**config.mk**
```make
export PLATFORM = sky130hd
export DESIGN_NAME = addsub_cla4
export DESIGN_NICKNAME = d
export VERILOG_FILES = /design/src/rtl/addsub_cla_pkg.sv /design/src/rtl/operand_cond.sv /design/src/rtl/pg_gen.sv /design/src/rtl/cla_carry4.sv /design/src/rtl/sum_gen.sv /design/src/rtl/addsub_cla4.sv
export SDC_FILE = /design/constraint.sdc
export NUM_CORES = 1
export LEC_CHECK = 0
export BUFFER_PORTS_ARGS = -buffer_cell sky130_fd_sc_hd__clkbuf_2
export CAP_MARGIN = 40
export CORE_AREA = 2 2 39 41
export DETAILED_ROUTE_END_ITERATION = 10
export DIE_AREA = 0 0 41 43
export REMOVE_ABC_BUFFERS = 1
export SYNTH_ARGS = -nofsm -noshare
export SYNTH_HDL_FRONTEND = slang
export SYNTH_HIERARCHICAL = 1
export SYNTH_SLANG_ARGS = --single-unit
```
**constraint.sdc**
```tcl
create_clock -name vclk -period 3.3
set_clock_uncertainty 0.2 [all_clocks]
set_input_delay 0.66 -clock vclk [all_inputs]
set_output_delay 0.66 -clock vclk [all_outputs]
set_load 0.02 [all_outputs]
```
**src/rtl/addsub_cla_pkg.sv**
```systemverilog
`timescale 1ns/1ps
package addsub_cla_pkg;
  // Slice width; the flattened carry network is written for this width.
  localparam int unsigned SLICE_W = 4;
  // Index width of a carry vector that includes the carry-in at bit 0.
  localparam int unsigned CVEC_W  = SLICE_W + 1;
  typedef logic [SLICE_W-1:0] nib_t;
  typedef logic [CVEC_W-1:0]  cvec_t;
endpackage

```
**src/rtl/operand_cond.sv**
```systemverilog
`timescale 1ns/1ps
module operand_cond
  import addsub_cla_pkg::*;
#(
  parameter int unsigned W = SLICE_W
) (
  input  logic [W-1:0] b_i,
  input  logic         sub_i,
  input  logic         cin_i,
  output logic [W-1:0] b_eff_o,
  output logic         cin_eff_o
);
  // Per-bit conditional inversion of the second operand.
  for (genvar i = 0; i < W; i++) begin : g_inv
    assign b_eff_o[i] = b_i[i] ^ sub_i;
  end

  // Subtract forces the +1 of the two's complement.
  assign cin_eff_o = cin_i | sub_i;

  always_comb begin
    if (!sub_i) begin
      AST_ADD_PASSES_B: assert (b_eff_o == b_i)
        else $error("operand changed in add mode");
    end
    if (sub_i) begin
      AST_SUB_FORCES_CIN: assert (cin_eff_o == 1'b1)
        else $error("carry-in not forced in subtract mode");
    end
  end
endmodule

```
**src/rtl/pg_gen.sv**
```systemverilog
`timescale 1ns/1ps
module pg_gen
  import addsub_cla_pkg::*;
#(
  parameter int unsigned W = SLICE_W
) (
  input  logic [W-1:0] a_i,
  input  logic [W-1:0] b_i,
  output logic [W-1:0] p_o,
  output logic [W-1:0] g_o
);
  for (genvar i = 0; i < W; i++) begin : g_bit
    assign p_o[i] = a_i[i] ^ b_i[i];
    assign g_o[i] = a_i[i] & b_i[i];
  end
endmodule

```
**src/rtl/cla_carry4.sv**
```systemverilog
`timescale 1ns/1ps
module cla_carry4
  import addsub_cla_pkg::*;
(
  input  nib_t  p_i,
  input  nib_t  g_i,
  input  logic  c0_i,
  output cvec_t c_o
);
  logic c1, c2, c3, c4;
  logic low_grp;  // carry out of bit 0, reused to bound the top term

  // Each carry is a two-level sum of products of P, G and c0 only.
  assign c1 = g_i[0] | (p_i[0] & c0_i);

  assign c2 = g_i[1]
            | (p_i[1] & g_i[0])
            | (p_i[1] & p_i[0] & c0_i);

  assign c3 = g_i[2]
            | (p_i[2] & g_i[1])
            | (p_i[2] & p_i[1] & g_i[0])
            | (p_i[2] & p_i[1] & p_i[0] & c0_i);

  // The full expansion would need a five-input AND and a five-input OR.
  // The two lowest terms are folded into one group first.
  assign low_grp = g_i[0] | (p_i[0] & c0_i);

  assign c4 = g_i[3]
            | (p_i[3] & g_i[2])
            | (p_i[3] & p_i[2] & g_i[1])
            | (p_i[3] & p_i[2] & p_i[1] & low_grp);

  assign c_o = {c4, c3, c2, c1, c0_i};

  always_comb begin
    for (int k = 0; k < SLICE_W; k++) begin
      AST_CARRY_RECURRENCE: assert (c_o[k+1] == (g_i[k] | (p_i[k] & c_o[k])))
        else $error("carry %0d breaks recurrence", k + 1);
    end
  end
endmodule

```
**src/rtl/sum_gen.sv**
```systemverilog
`timescale 1ns/1ps
module sum_gen
  import addsub_cla_pkg::*;
#(
  parameter int unsigned W = SLICE_W
) (
  input  logic [W-1:0] p_i,
  input  logic [W-1:0] c_i,
  output logic [W-1:0] s_o
);
  for (genvar i = 0; i < W; i++) begin : g_sum
    assign s_o[i] = p_i[i] ^ c_i[i];
  end
endmodule

```
**src/rtl/addsub_cla4.sv**
```systemverilog
`timescale 1ns/1ps
module addsub_cla4
  import addsub_cla_pkg::*;
(
  input  logic [3:0] a_i,
  input  logic [3:0] b_i,
  input  logic       cin_i,
  input  logic       sub_i,
  output logic [3:0] sum_o,
  output logic [2:0] cmid_o,
  output logic       cout_o
);
  localparam int unsigned MID_W = SLICE_W - 1;

  nib_t  b_eff;
  logic  cin_eff;
  nib_t  prop;
  nib_t  gen;
  cvec_t carry;

  operand_cond #(.W(SLICE_W)) u_cond (
    .b_i       (b_i),
    .sub_i     (sub_i),
    .cin_i     (cin_i),
    .b_eff_o   (b_eff),
    .cin_eff_o (cin_eff)
  );

  pg_gen #(.W(SLICE_W)) u_pg (
    .a_i (a_i),
    .b_i (b_eff),
    .p_o (prop),
    .g_o (gen)
  );

  cla_carry4 u_carry (
    .p_i  (prop),
    .g_i  (gen),
    .c0_i (cin_eff),
    .c_o  (carry)
  );

  sum_gen #(.W(SLICE_W)) u_sum (
    .p_i (prop),
    .c_i (carry[SLICE_W-1:0]),
    .s_o (sum_o)
  );

  assign cmid_o = carry[MID_W:1];
  assign cout_o = carry[SLICE_W];

  always_comb begin
    if (!sub_i) begin
      AST_ADD_RESULT: assert ({cout_o, sum_o} == ({1'b0, a_i} + {1'b0, b_i} + {4'b0, cin_i}))
        else $error("add result wrong");
    end
    if (sub_i) begin
      AST_SUB_RESULT: assert (sum_o == 4'(a_i - b_i))
        else $error("difference wrong");
      AST_NO_BORROW_FLAG: assert (cout_o == (a_i >= b_i))
        else $error("borrow sense wrong");
    end
  end
endmodule

```
==> results of run 1 <==
## cells by family after synthesis
family,count (synthesis)
XOR/XNOR,8
AND/OR/NAND/NOR,1
buffers and inverters,6
adder cells (fa/ha/maj),4
AO/OA/AOI/OAI,5
## worst max-delay path, stage by stage
cell and delay (ns):
clkbuf_2 0.14, xor2_1 0.18, ha_1 0.30, a21o_1 0.20, a21o_1 0.23, a21o_1 0.21, xor2_1 0.15, clkbuf_2 0.19
## final cells by class
type,instances,area (sq um)
Timing Repair Buffer,18,90.1
Multi-Input combinational cell,18,165
Tap cell,16,20.0
Fill cell,158,1110
## power breakdown
part / internal [uW] / total, uW / switching (uW) / leakage, uW
Sequential: 0 / 0 / 0 / 0
Combinational: 37.9 / 96.7 / 58.8 / 0.000174
Clock: 0 / 0 / 0 / 0
## cells in the mapped netlist
cell type and number:
or2_1 1, a21o_1 4, buf_6 1, a31o_1 1, xor2_1 8, buf_4 5, ha_1 4
## how the worst max path moves through the flow
| stage | endpoint | slack, ns | cells after the start | startpoint |
|---|---|---|---|---|
| finish | sum_o[3] | 0.19 | 8 | sub_i |
| global route | sum_o[3] | 0.02 | 8 | sub_i |
| CTS | sum_o[3] | 0.16 | 8 | sub_i |
| detailed placement | sum_o[3] | 0.17 | 8 | sub_i |
| global placement | sum_o[3] | 0.19 | 8 | sub_i |
| floorplan | sum_o[3] | 0.1 | 6 | sub_i |
## metrics by stage
| step | total power [uW] | cells | setup WS (ns) | hold slack [ns] | util [%] |
|---|---|---|---|---|---|
| 2_1_floorplan | 65.6 | 18 | 0.0997 | 1.37 | - |
| 3_3_place_gp | 97.2 | 52 | 0.190 | 1.53 | 19.9 |
| 3_5_place_dp | 98.3 | 52 | 0.168 | 1.53 | 19.9 |
| 4_1_cts | 98.7 | 52 | 0.160 | 1.54 | 19.9 |
| 5_1_grt | 107 | 52 | 0.0186 | 1.58 | 19.9 |
| 6_report | 96.7 | 52 | 0.187 | 1.53 | 19.9 |
## layer usage
layer | track usage [%] | wire (microns) | vias to the layer above
met5 | 0 | 0 | -
met4 | 0 | 0 | 0
met3 | 0 | 51 | 0
met2 | 9.06 | 174 | 13
met1 | 5.06 | 155 | 82
li1 | - | - | 100
==> flow_summary.yaml, run 1 <==
status:
  status: "complete, no violations"
setup_path:
  worst_ep_arrival_time_ns: 2.25
  worstSetupPathType: "in2out"
  critPathCaptureType: "output pin"
  crit_required_ns: 2.44
  critPathLaunchType: "input port"
  crit_fanout: 5
logic_synthesis:
  synth_adder_area_share_pct: 23.4
  syn-instance-count: 24
  avgSynthCellArea_sq_um: 8.91
  syn_area_sq_um: 214
  synthSimpleGateAreaFrac_pct: 2.92
  yosys-top-cells-area: "xor2_1, ha_1, buf_4, a21o_1, buf_6"
  synthXorXnorAreaFrac_pct: 32.7
  synth_compound_gate_area_share_pct: 18.1
  synth_top_family_by_area: "XOR/XNOR gates"
  synth.area.mux_share_pct: 0
  ys_warn_count: 6
  synth.distinct_cells: 7
  synth.largest_area_cell: "xor2_1"
  synth-seq-area-share_pct: 0
  synth_top_area_share_pct: 32.7
final_layout:
  drive_above_1_share_pct: 50.0
  clock_buffers: 0
  final_common_cell: "clkbuf_2"
  n_sequential_cell: 0
  final_cell_mix: "clkbuf_2, xor2_1, a21o_1, ha_1"
  finalNetCount: 52
  n_antenna_cell: 0
  regArea_sq_um: 0
  area_growth_pct: 28.7
  stdcell_area_sq_um: 275
floorplan:
  dieHeight_microns: 43
  die_width_microns: 41
  num_rows: 14
  coreArea_sq_um: 1380
  io_pins: 18
  start_util_pct: 15.5
  dieArea_sq_um: 1760
timing:
  grt_setup_unrepaired: "false"
  finalSetupViolCount: 0
  max-slew-margin-rel_pct: 90.5
  post-route-period-util_pct: 94.3
  slew_viol_final: 0
  tightest_slew_ns: 0.143
  hold_violations: 0
  fin_crit_ns: 3.11
  setup_tns_ns: 0
  fmax_mhz: 321
placement:
  dpl_cell_area_sq_um: 275
  hpwl_microns: 375
  io_buffers: 18
  gp_congestion: 0.544
hold_path:
  min_path_type: "in2out"
  hp-start: "cin_i"
  hold_end: "sum_o[0]"
  whs_path_depth: 4
grt:
  grt.overflow.total: 0
  grt_usage_pct: 4.50
  grt_max_degree: 6
  grt_pass1_vias: 174
  grt_pass1_wl_microns: 593
  antenna_found_initial: 0
detailed_routing:
  viasPerCell: 3.75
  wl_microns: 381
  vias: 195
  detail-route-antenna-nets: 0
  wl_per_cell_microns: 7.33
  drc: 0
  drtIter0Drc: 0
  dr.pass1.iters: 1
clock_network:
  postCtsHoldBufs: 0
  post_cts_buffers: 0
  cts_resized: 0
power_and_ir_drop:
  leakage_uw: 0.000174
  vdd_drop_max_mv: 0.114
  powerDensity_nw_per_um2: 351
job:
  drv_cap: 0
Power figures use the tool's default switching activity.
==> run 2, diff against run 1 <==
==> constraint.sdc (replaced) <==
create_clock -name vclk -period 3.7
set_clock_uncertainty 0.2 [all_clocks]
set_input_delay 0.74 -clock vclk [all_inputs]
set_output_delay 0.74 -clock vclk [all_outputs]
set_load 0.02 [all_outputs]
==> flow_summary.yaml, run 2 (synthesis results as in run 1) <==
final_layout:
  finalNetCount: 52
  area_growth_pct: 28.7
  clock_buffers: 0
  regArea_sq_um: 0
  n_antenna_cell: 0
  drive_above_1_share_pct: 50.0
  n_sequential_cell: 0
  n_fill_cell: 155
  final_cell_mix: "clkbuf_2, xor2_1, a21o_1, ha_1"
  final_common_cell: "clkbuf_2"
setup_path:
  critPathCaptureType: "output pin"
  cp-startpoint: "sub_i"
  critPathLaunchType: "input port"
  worst_ep_arrival_time_ns: 2.33
  crit_required_ns: 2.76
  worstSetupPathType: "in2out"
  crit_fanout: 5
floorplan:
  io_pins: 18
  num_rows: 14
  start_util_pct: 15.5
  coreArea_sq_um: 1380
  dieHeight_microns: 43
  die_width_microns: 41
  dieArea_sq_um: 1760
power_and_ir_drop:
  p_int_uw: 33.7
  clkPwrFrac_pct: 0
  power.total_uw: 86.0
  powerDensity_nw_per_um2: 313
  p_sw_share_pct: 60.8
  leakage_uw: 0.000174
  p_comb_share_pct: 100.0
  p_switching_uw: 52.3
  vdd_drop_max_mv: 0.138
  pwr-share-seq_pct: 0
grt:
  use_met3_pct: 0
  met2_usage_pct: 7.81
  use_met1_pct: 5.38
  grt.overflow.total: 0
  antenna_found_initial: 0
  grt-busiest-layer: "met2"
  grt_usage_pct: 4.20
  grt_pass1_wl_microns: 545
  grt_max_degree: 6
  grt_pass1_vias: 141
timing:
  setup_tns_ns: 0
  max-slew-margin-rel_pct: 90.7
  hold_violations: 0
  post-route-period-util_pct: 88.3
  fin_crit_ns: 3.27
  slew_viol_final: 0
  finalSetupViolCount: 0
  tightest_slew_ns: 0.139
  fmax_mhz: 306
  grt_setup_unrepaired: "false"
clock_network:
  postCtsHoldBufs: 0
  cts_resized: 0
  post_cts_buffers: 0
job:
  drv_cap: 0
placement:
  gp_congestion: 0.558
  io_buffers: 18
  hpwl_microns: 364
detailed_routing:
  drc: 0
  wl_per_cell_microns: 7.13
  drtIter0Drc: 0
  vias: 183
  detail-route-antenna-nets: 0
  dr.pass1.iters: 1
  wl_microns: 371
  viasPerCell: 3.52
hold_path:
  whs_path_depth: 4
  min_path_type: "in2out"
  hp-start: "cin_i"
  hold_end: "sum_o[0]"
status:
  status: "complete, no violations"
run 2: per-stage QoR:
stage / util [%] / instance area [sq um] / std cells / setup slack [ns] / hold WS, ns
after floorplan: - / 165 / 18 / 0.340 / 1.53
after global placement: 19.9 / 275 / 52 / 0.447 / 1.68
after detailed placement: 19.9 / 275 / 52 / 0.422 / 1.69
after CTS: 19.9 / 275 / 52 / 0.410 / 1.69
after global routing: 19.9 / 275 / 52 / 0.294 / 1.74
final: 19.9 / 275 / 52 / 0.433 / 1.68
run 2: cell type report:
cell class | count | area (sq um) | area share (%)
tap | 16 | 20.0 | 7.27
multi-input combinational | 18 | 165 | 60.0
timing repair buffer | 18 | 90.1 | 32.7
run 2: worst max path at each step:
stage | depth (start not counted) | to
floorplan | 6 | sum_o[3]
global placement | 8 | sum_o[3]
detailed placement | 8 | sum_o[3]
CTS | 8 | sum_o[3]
global route | 8 | sum_o[3]
finish | 8 | sum_o[3]
run 2: power by group through the flow:
stage	clock, uW	sequential (uW)	combinational [uW]
finish	0	0	86.0
detailed placement	0	0	87.3
global placement	0	0	86.7
floorplan	0	0	58.5
global route	0	0	94.9
CTS	0	0	87.6
run 2: per-layer routing:
layer / vias up / part of all wire [%]
li1: 101 / -
met1: 69 / 44
met2: 13 / 43
met3: 0 / 13
met4: 0 / 0
met5: - / 0
run 2: worst max-delay path, stage by stage:
cell and delay (ns):
clkbuf_2 0.14, xor2_1 0.18, ha_1 0.30, a21o_1 0.20, a21o_1 0.23, a21o_1 0.21, xor2_1 0.15, clkbuf_2 0.18
==> run 3, diff against run 2 <==
--- a/config.mk
+++ b/config.mk
@@ -11,6 +11,7 @@
 export DETAILED_ROUTE_END_ITERATION = 10
 export DIE_AREA = 0 0 41 43
 export REMOVE_ABC_BUFFERS = 1
+export SETUP_SLACK_MARGIN = 0.5
 export SYNTH_ARGS = -nofsm -noshare
 export SYNTH_HDL_FRONTEND = slang
 export SYNTH_HIERARCHICAL = 1
==> flow_summary.yaml, run 3 (synthesis results as in run 1) <==
placement:
  pre_cts_ws_ns: 0.422
  io_buffers: 18
  post-place-cells: 52
  hpwl_microns: 364
  gp_congestion: 0.558
floorplan:
  dieHeight_microns: 43
  dieArea_sq_um: 1760
  die_width_microns: 41
  num_rows: 14
  coreArea_sq_um: 1380
  io_pins: 18
  start_util_pct: 15.5
final_layout:
  final_common_cell: "clkbuf_2"
  layout.cells.non_filler: 56
  n_antenna_cell: 0
  finalNetCount: 56
  regArea_sq_um: 0
  fin_util_pct: 22.7
  area_growth_pct: 46.8
  n_fill_cell: 156
  final_cell_mix: "clkbuf_2, xor2_1, buf_4"
  clock_buffers: 0
  multi_input_area_sq_um: 165
  n_sequential_cell: 0
  drive_above_1_share_pct: 55.0
timing:
  tightest_slew_ns: 0.139
  setup_tns_ns: 0
  grt_setup_unrepaired: "false"
  finalSetupViolCount: 0
  fin_ws_ns: 0.589
  slew_viol_final: 0
  hold_violations: 0
  post-route-period-util_pct: 84.1
  max-slew-margin-rel_pct: 90.7
  fin_crit_ns: 3.11
  fmax_mhz: 321
detailed_routing:
  drc: 0
  drtIter0Drc: 1
  vias: 207
  wl_per_cell_microns: 7.34
  viasPerCell: 3.70
  detail-route-antenna-nets: 0
  dr.pass1.iters: 2
  wl_microns: 411
grt:
  grt.overflow.total: 0
  grt_usage_pct: 4.60
  antenna_found_initial: 0
  grt_pass1_wl_microns: 600
  grt_max_degree: 6
  grt_pass1_vias: 155
setup_path:
  worstSetupPathType: "in2out"
  crit_required_ns: 2.76
  crit_fanout: 5
  critPathCaptureType: "output pin"
  cp-startpoint: "sub_i"
  endpoint: "sum_o[3]"
  critPathLaunchType: "input port"
  worst_ep_arrival_time_ns: 2.17
power_and_ir_drop:
  powerDensity_nw_per_um2: 316
  pwr-share-seq_pct: 0
  p_int_uw: 44.6
  p_sw_share_pct: 55.1
  vdd_drop_max_mv: 0.154
  leakage_uw: 0.000196
  power.total_uw: 99.2
  clkPwrFrac_pct: 0
  p_switching_uw: 54.6
  p_comb_share_pct: 100.0
job:
  drv_cap: 0
hold_path:
  min_path_type: "in2out"
clock_network:
  postCtsHoldBufs: 0
status:
  status: "complete, no violations"
[run 3: changes by cell type in the layout (fill, tap and decap cells not counted), sizes merged]
| cell | delta |
|---|---|
| buf | +6 |
| clkbuf | -2 |
[run 3: repair_timing]
action                                  in CTS  in global routing
buffers inserted                             3                  1
pin swaps                                    4                  5
endpoints found under the setup margin       1                  3
resized for setup                            2                  3
[run 3: metrics by stage]
stage	hold slack, ns	area [sq um]
2_1_floorplan	1.53	165
3_3_place_gp	1.68	275
3_5_place_dp	1.69	275
4_1_cts	1.69	303
5_1_grt	1.74	314
6_report	1.68	314
[run 3: critical path: stages]
cell    delay, ns
buf_6        0.11
xor2_1       0.14
ha_1         0.29
a21o_1       0.17
a21o_1       0.20
a21o_1       0.20
xor2_1       0.16
buf_4        0.16
[run 3: layer usage]
metal  GRT usage, %  wire, microns  share of wire (%)
met5              0              0                  0
met4              0              0                  0
met3              0             47                 11
met2           8.75            193                 47
met1           5.70            169                 41
[run 3: area by class of cell]
type / instances / share of cell area, %
multi-input cells: 18 / 52.6
well taps: 16 / 6.37
repair buffers: 22 / 41.0
[run 3: how the worst min path moves through the flow]
stage,from,endpoint,slack (ns),cells past startpoint
2_1_floorplan,cin_i,sum_o[0],1.53,2
3_3_place_gp,cin_i,sum_o[0],1.68,4
3_5_place_dp,cin_i,sum_o[0],1.69,4
4_1_cts,cin_i,sum_o[0],1.69,4
5_1_grt,cin_i,sum_o[0],1.74,4
6_report,cin_i,sum_o[0],1.68,4
[run 3: power by group through the flow]
stage	sequential, uW	clock [uW]	combinational, uW
after CTS	0	0	97.1
after floorplan	0	0	58.5
after detailed placement	0	0	87.3
final	0	0	99.2
after global routing	0	0	108
after global placement	0	0	86.7
